[config.mk]
export PLATFORM = sky130hd
export DESIGN_NAME = serial_char_rx
export DESIGN_NICKNAME = d
export VERILOG_FILES = /design/src/rtl/srx_pkg.sv /design/src/rtl/srx_line_sel.sv /design/src/rtl/srx_tick_timer.sv /design/src/rtl/srx_parity_chk.sv /design/src/rtl/serial_char_rx.sv
export SDC_FILE = /design/constraint.sdc
export NUM_CORES = 1
export LEC_CHECK = 0
export ABC_CLOCK_PERIOD_IN_PS = 5900
export BUFFER_PORTS_ARGS = -buffer_cell sky130_fd_sc_hd__clkbuf_2
export CAP_MARGIN = 5
export CORE_MARGIN = 2
export CORE_UTILIZATION = 25
export DETAILED_ROUTE_END_ITERATION = 12
export HOLD_SLACK_MARGIN = 0.12
export PLACE_DENSITY = 0.5
export SETUP_SLACK_MARGIN = 0.2
export SLEW_MARGIN = 15
export SYNTH_ARGS = -nofsm -noshare
export SYNTH_HDL_FRONTEND = slang
export SYNTH_HIERARCHICAL = 1
export SYNTH_SLANG_ARGS = --single-unit
[constraint.sdc]
create_clock -name clk_i -period 5.9 [get_ports clk_i]
set_input_delay 0.59 -clock clk_i [delete_from_list [all_inputs] [get_ports clk_i]]
set_output_delay 0.59 -clock clk_i [all_outputs]
set_load 0.05 [all_outputs]
[src/rtl/srx_pkg.sv]
package srx_pkg;
  typedef enum logic [2:0] {
    RX_IDLE,
    RX_START,
    RX_DATA,
    RX_PAR,
    RX_STOP
  } rx_state_e;
endpackage

[src/rtl/srx_line_sel.sv]
module srx_line_sel (
  input  logic loopback_i,
  input  logic rxd_i,
  input  logic txd_loop_i,
  output logic line_o
);
  always_comb line_o = loopback_i ? txd_loop_i : rxd_i;
endmodule

[src/rtl/srx_tick_timer.sv]
module srx_tick_timer #(
  parameter int OSR = 16,
  localparam int CW = $clog2(OSR)
) (
  input  logic clk_i,
  input  logic rst_ni,
  input  logic tick_i,
  input  logic clr_i,
  output logic mid_o,
  output logic full_o
);
  logic [CW-1:0] cnt_q;

  always_ff @(posedge clk_i or negedge rst_ni) begin
    if (!rst_ni)     cnt_q <= '0;
    else if (tick_i) cnt_q <= clr_i ? '0 : cnt_q + CW'(1);
  end

  assign mid_o  = tick_i && (cnt_q == CW'(OSR/2 - 1));
  assign full_o = tick_i && (cnt_q == CW'(OSR - 1));
endmodule

[src/rtl/srx_parity_chk.sv]
module srx_parity_chk #(
  parameter int DATA_W = 8
) (
  input  logic [DATA_W-1:0] data_i,
  input  logic              par_bit_i,
  input  logic              even_i,
  input  logic              stick_i,
  output logic              err_o
);
  // unused upper data bits are already zero, so a full reduction is safe
  always_comb begin
    if (stick_i) err_o = (par_bit_i == even_i);
    else         err_o = (^data_i) ^ par_bit_i ^ ~even_i;
  end
endmodule

[src/rtl/serial_char_rx.sv]
module serial_char_rx
  import srx_pkg::*;
#(
  parameter int OSR      = 16,
  parameter int MIN_BITS = 5,
  parameter int LEN_W    = 2,
  localparam int DATA_W  = MIN_BITS + (1 << LEN_W) - 1,
  localparam int IDX_W   = $clog2(DATA_W)
) (
  input  logic              clk_i,
  input  logic              rst_ni,
  input  logic              tick_i,
  input  logic              loopback_i,
  input  logic              rxd_i,
  input  logic              txd_loop_i,
  input  logic [LEN_W-1:0]  len_sel_i,
  input  logic              par_en_i,
  input  logic              par_even_i,
  input  logic              par_stick_i,
  output logic [DATA_W-1:0] data_o,
  output logic              valid_o,
  output logic              par_err_o,
  output logic              frame_err_o,
  output logic              brk_o
);
  rx_state_e         state_q;
  logic              line, prev_line_q, mid, full, tmr_clr, par_bad;
  logic              par_bit_q;
  logic [DATA_W-1:0] shreg_q;
  logic [IDX_W-1:0]  idx_q, last_idx;

  srx_line_sel u_sel (
    .loopback_i(loopback_i), .rxd_i(rxd_i), .txd_loop_i(txd_loop_i), .line_o(line)
  );

  assign tmr_clr = (state_q == RX_IDLE) || (state_q == RX_START && mid) || full;

  srx_tick_timer #(.OSR(OSR)) u_tmr (
    .clk_i(clk_i), .rst_ni(rst_ni), .tick_i(tick_i), .clr_i(tmr_clr),
    .mid_o(mid), .full_o(full)
  );

  srx_parity_chk #(.DATA_W(DATA_W)) u_par (
    .data_i(shreg_q), .par_bit_i(par_bit_q), .even_i(par_even_i),
    .stick_i(par_stick_i), .err_o(par_bad)
  );

  assign last_idx = IDX_W'(MIN_BITS - 1) + IDX_W'(len_sel_i);

  always_ff @(posedge clk_i or negedge rst_ni) begin
    if (!rst_ni) begin
      state_q     <= RX_IDLE;
      prev_line_q <= 1'b1;
      shreg_q     <= '0;
      idx_q       <= '0;
      par_bit_q   <= 1'b0;
      data_o      <= '0;
      valid_o     <= 1'b0;
      par_err_o   <= 1'b0;
      frame_err_o <= 1'b0;
      brk_o       <= 1'b0;
    end else begin
      valid_o <= 1'b0;
      if (tick_i) begin
        prev_line_q <= line;
        unique case (state_q)
          RX_IDLE: if (prev_line_q && !line) state_q <= RX_START;
          RX_START: if (mid) begin
            if (line) state_q <= RX_IDLE;
            else begin
              state_q   <= RX_DATA;
              idx_q     <= '0;
              shreg_q   <= '0;
              par_bit_q <= 1'b0;
            end
          end
          RX_DATA: if (full) begin
            shreg_q[idx_q] <= line;
            if (idx_q == last_idx) state_q <= par_en_i ? RX_PAR : RX_STOP;
            else                   idx_q   <= idx_q + IDX_W'(1);
          end
          RX_PAR: if (full) begin
            par_bit_q <= line;
            state_q   <= RX_STOP;
          end
          RX_STOP: if (full) begin
            data_o      <= shreg_q;
            valid_o     <= 1'b1;
            frame_err_o <= !line;
            par_err_o   <= par_en_i && par_bad;
            brk_o       <= !line && (shreg_q == '0) && !(par_en_i && par_bit_q);
            state_q     <= RX_IDLE;
          end
          default: state_q <= RX_IDLE;
        endcase
      end
    end
  end


  valid_pulse_chk: assert property (@(posedge clk_i) disable iff (!rst_ni)
    valid_o |=> !valid_o);

  valid_tick_chk: assert property (@(posedge clk_i) disable iff (!rst_ni)
    $rose(valid_o) |-> $past(tick_i));

  start_reject_chk: assert property (@(posedge clk_i) disable iff (!rst_ni)
    (state_q == RX_START && mid && line) |=> (state_q == RX_IDLE && !valid_o));

  brk_frame_chk: assert property (@(posedge clk_i) disable iff (!rst_ni)
    (valid_o && brk_o) |-> (frame_err_o && data_o == '0));

  upper_zero_chk: assert property (@(posedge clk_i) disable iff (!rst_ni)
    valid_o |-> ((data_o >> (MIN_BITS + int'(len_sel_i))) == '0));

  no_par_err_chk: assert property (@(posedge clk_i) disable iff (!rst_ni)
    (valid_o && !par_en_i) |-> !par_err_o);

  no_low_restart_chk: assert property (@(posedge clk_i) disable iff (!rst_ni)
    (state_q == RX_IDLE && tick_i && !prev_line_q) |=> state_q == RX_IDLE);
endmodule

==> summary.md <==
| Metric | Value |
|---|---|
| CORE AREA | 6760 um^2 |
| Gr usage total | 10.2% |
| FMAX | 434 MHz |
| Cts hold-fix bufs | 0 |
| Post-synth top flop | dfrtp_1 |
| Highest routed layer | met4 |
| Chip Width | 87.4 um |
| M1 WL | 1.75 mm |
| Top cells by area, synth | dfrtp_1 45%, mux2_2 6.5%, o21ai_0 6.0% |
| Cell Area, Placed | 1900 um^2 |
| GP Congestion | 0.767 |
| Tcrit/Tclk final | 39.1% |
| Max Slew Vio Count | 0 |
| Max Cap Viol | 0 |
| Yosys Warn Count | 6 |
| Synth Cell Area | 1740 um^2 |
| Max Fanout on Critical Path | 15 |
| Minimum clock period | 2300 ps |
| Routed wire length | 3.55 mm |
| Rows | 30 |
| Max incr delay on CP | 630 ps |
| Final HPWL DP | 2.53 mm |
| DRT iter0 DRCs | 77 |
| Total power | 665 uW |
| Hold Crit Class | in2async |
| Die Span Y | 87.4 um |
| Syn avg cell area | 9.77 um^2 |
| Fraction of registers with async set/reset | 100% |
| WP data required | 6070 ps |
| Synth area leader | dfrtp_1 |
| Clock latency on the worst-skew pair | 290 ps |
| Via density | 4.74 |
| Total clock sinks | 32 |
| Layout area overhead | 15.4% |
| #FFs+latches synth | 32 |
| Post-Synthesis Cells | 178 |
| Clock root cell | clkbuf_8 |
| Final Hold Fails | 0 |
| H-tree levels | 2 |
| Crit-path cells | clkbuf_2 -> nand3_1 -> nor2_1 -> nand4_1 -> mux2_2 |
| Startpoint types | input port |
| DIE AREA | 7640 um^2 |
| Synth unique cells | 43 |
| CTS Buf Count | 5 |
| Grt ovf | 0 |
| Crit end category | flip-flop |
| Top cells by count, synth | 31 x dfrtp_1, 21 x o21ai_0, 18 x nor2_1 |
| Wire length on met2 | 1.52 mm |
| VDD IR max | 91.1 uV |
| Detailed Routing Iterations Pass 1 | 4 |
| Clk slew on worst S/H paths | 70 ps |
| Port Buf Inserts | 22 |
| Buffer depth of the longest clock path | 2 |
| Total number of vias | 1317 |
| Post-layout net count | 210 |
| Postcts setup bufs | 0 |
| Average wire per standard cell | 12.8 um |
| Yosys top cell area share | 44.6% |
| First-pass GRT wire length | 6.03 mm |
| Power per cell area | 331 nW/um^2 |
| Most common cell in the synthesized netlist | dfrtp_1 |
| Final Instance Area | 2010 um^2 |
| Largest net degree at the start of global routing | 33 |
| Least-Margin Pin Slew | 801 ps |
| Kind of critical path | in2reg |
| Ratio of cells with drive above 1 in the final layout | 25.3% |
| Leak | 0.950 nW |
| EDFF count, synth | 0 |
| Run status | finished, final reports clean |
| Final ANT Viol Nets | 0 |
| # IOs | 23 |
| Sequential share of the synthesized area | 46.1% |
| Initial antenna violation count | 0 |
| RSZ-0062 raised after global routing | no |
| Ant diodes | 0 |
| Final setup TNS | 0 ps |
| Slowest cell on the critical path | nand4_1 |
| Initial Utilization | 25.7% |
| Worst EP arrival | 2480 ps |
| DRC Markers | 0 |
| Rel. slew slack | 46.6% |
| Post-CTS sizing | 0 |
| Met3 wire len | 202 um |
| CTS tree | built |
| Final setup vio count | 0 |
| WHS | 382 ps |
| Net Count, Synth | 191 |
| Clk_skew | 3.71 ps |
| Vias in the first global route | 1227 |
cell type report:
type	instances	area, um^2
well taps	80	100
clock inverters	3	42.5
multi-input cells	128	853
inverters	8	30.0
repair buffers	22	110
clock buffers	5	68.8
fillers	729	4750
flip-flops and latches	32	802
cells in the final DEF (no fill, tap or decap), drive strengths merged, types with 3 or more instances in the layout:
master,netlist,final
mux2,13,13
nand2,13,13
nand3,6,6
a31oi,6,6
o22ai,3,3
nor3,4,4
dfrtp,31,31
xnor2,8,8
nand2b,5,5
nor2,18,18
o21ai,22,22
inv,8,8
clkbuf,4,27
xor2,3,3
through the flow:
step	cells	worst slack, ps	utilization, %
CTS	278	3590	29.7
detailed placement	270	3250	28.1
finish	278	3600	29.7
floorplan	178	3700	-
global placement	270	3360	28.1
global route	278	3360	29.7
worst paths after layout:
kind	start	slack, ps	cells past startpoint	to
min	rst_ni	380	1	u_tmr/cnt_q[3]$_DFFE_PN0P_
min reg2reg	frame_err_o$_DFFE_PN0P_	480	2	frame_err_o$_DFFE_PN0P_
max reg2reg	u_tmr/cnt_q[0]$_DFFE_PN0P_	3600	5	data_o[0]$_DFFE_PN0P_
max	tick_i	3600	5	data_o[0]$_DFFE_PN0P_
max in group asynchronous	rst_ni	5010	1	data_o[3]$_DFFE_PN0P_
min in group clk_i	frame_err_o$_DFFE_PN0P_	480	2	frame_err_o$_DFFE_PN0P_
where the power goes:
group	switching [mW]	internal (mW)
Clock	0.0866	0.125
Combinational	0.0891	0.0794
Sequential	0.0395	0.245
Total	0.215	0.449
state kept, by name, summed over array words and instances, names as in the netlist:
register / cells
shreg_q: 8
prev_line_q: 1
par_bit_q: 1
u_tmr/cnt_q: 4
valid_o: 1
frame_err_o: 1
data_o: 8
state_q: 3
brk_o: 1
idx_q: 3
par_err_o: 1
kinds of logic after synthesis:
group                      synth area share (%)
adders and majority gates                  1.44
DFF                                        46.1
and+or+nand+nor                            15.8
AOI/OAI and AO/OA                          16.1
muxes                                      10.2
buffers and inverters                      4.82
xor gates and xnor gates                   5.54
critical path, delay by kind of cell:
| kind | cells | cell delay [ps] |
|---|---|---|
| buffers and inverters | 1 | 270 |
| and+or+nand+nor | 3 | 1110 |
| muxes | 1 | 490 |
metal layers:
metal	GRT usage (%)	vias up
met2	14.0	38
met4	4.90	0
met3	3.89	8
met1	14.0	609
li1	-	662
met5	0	-
No activity file was read; power rests on OpenSTA's default activity.
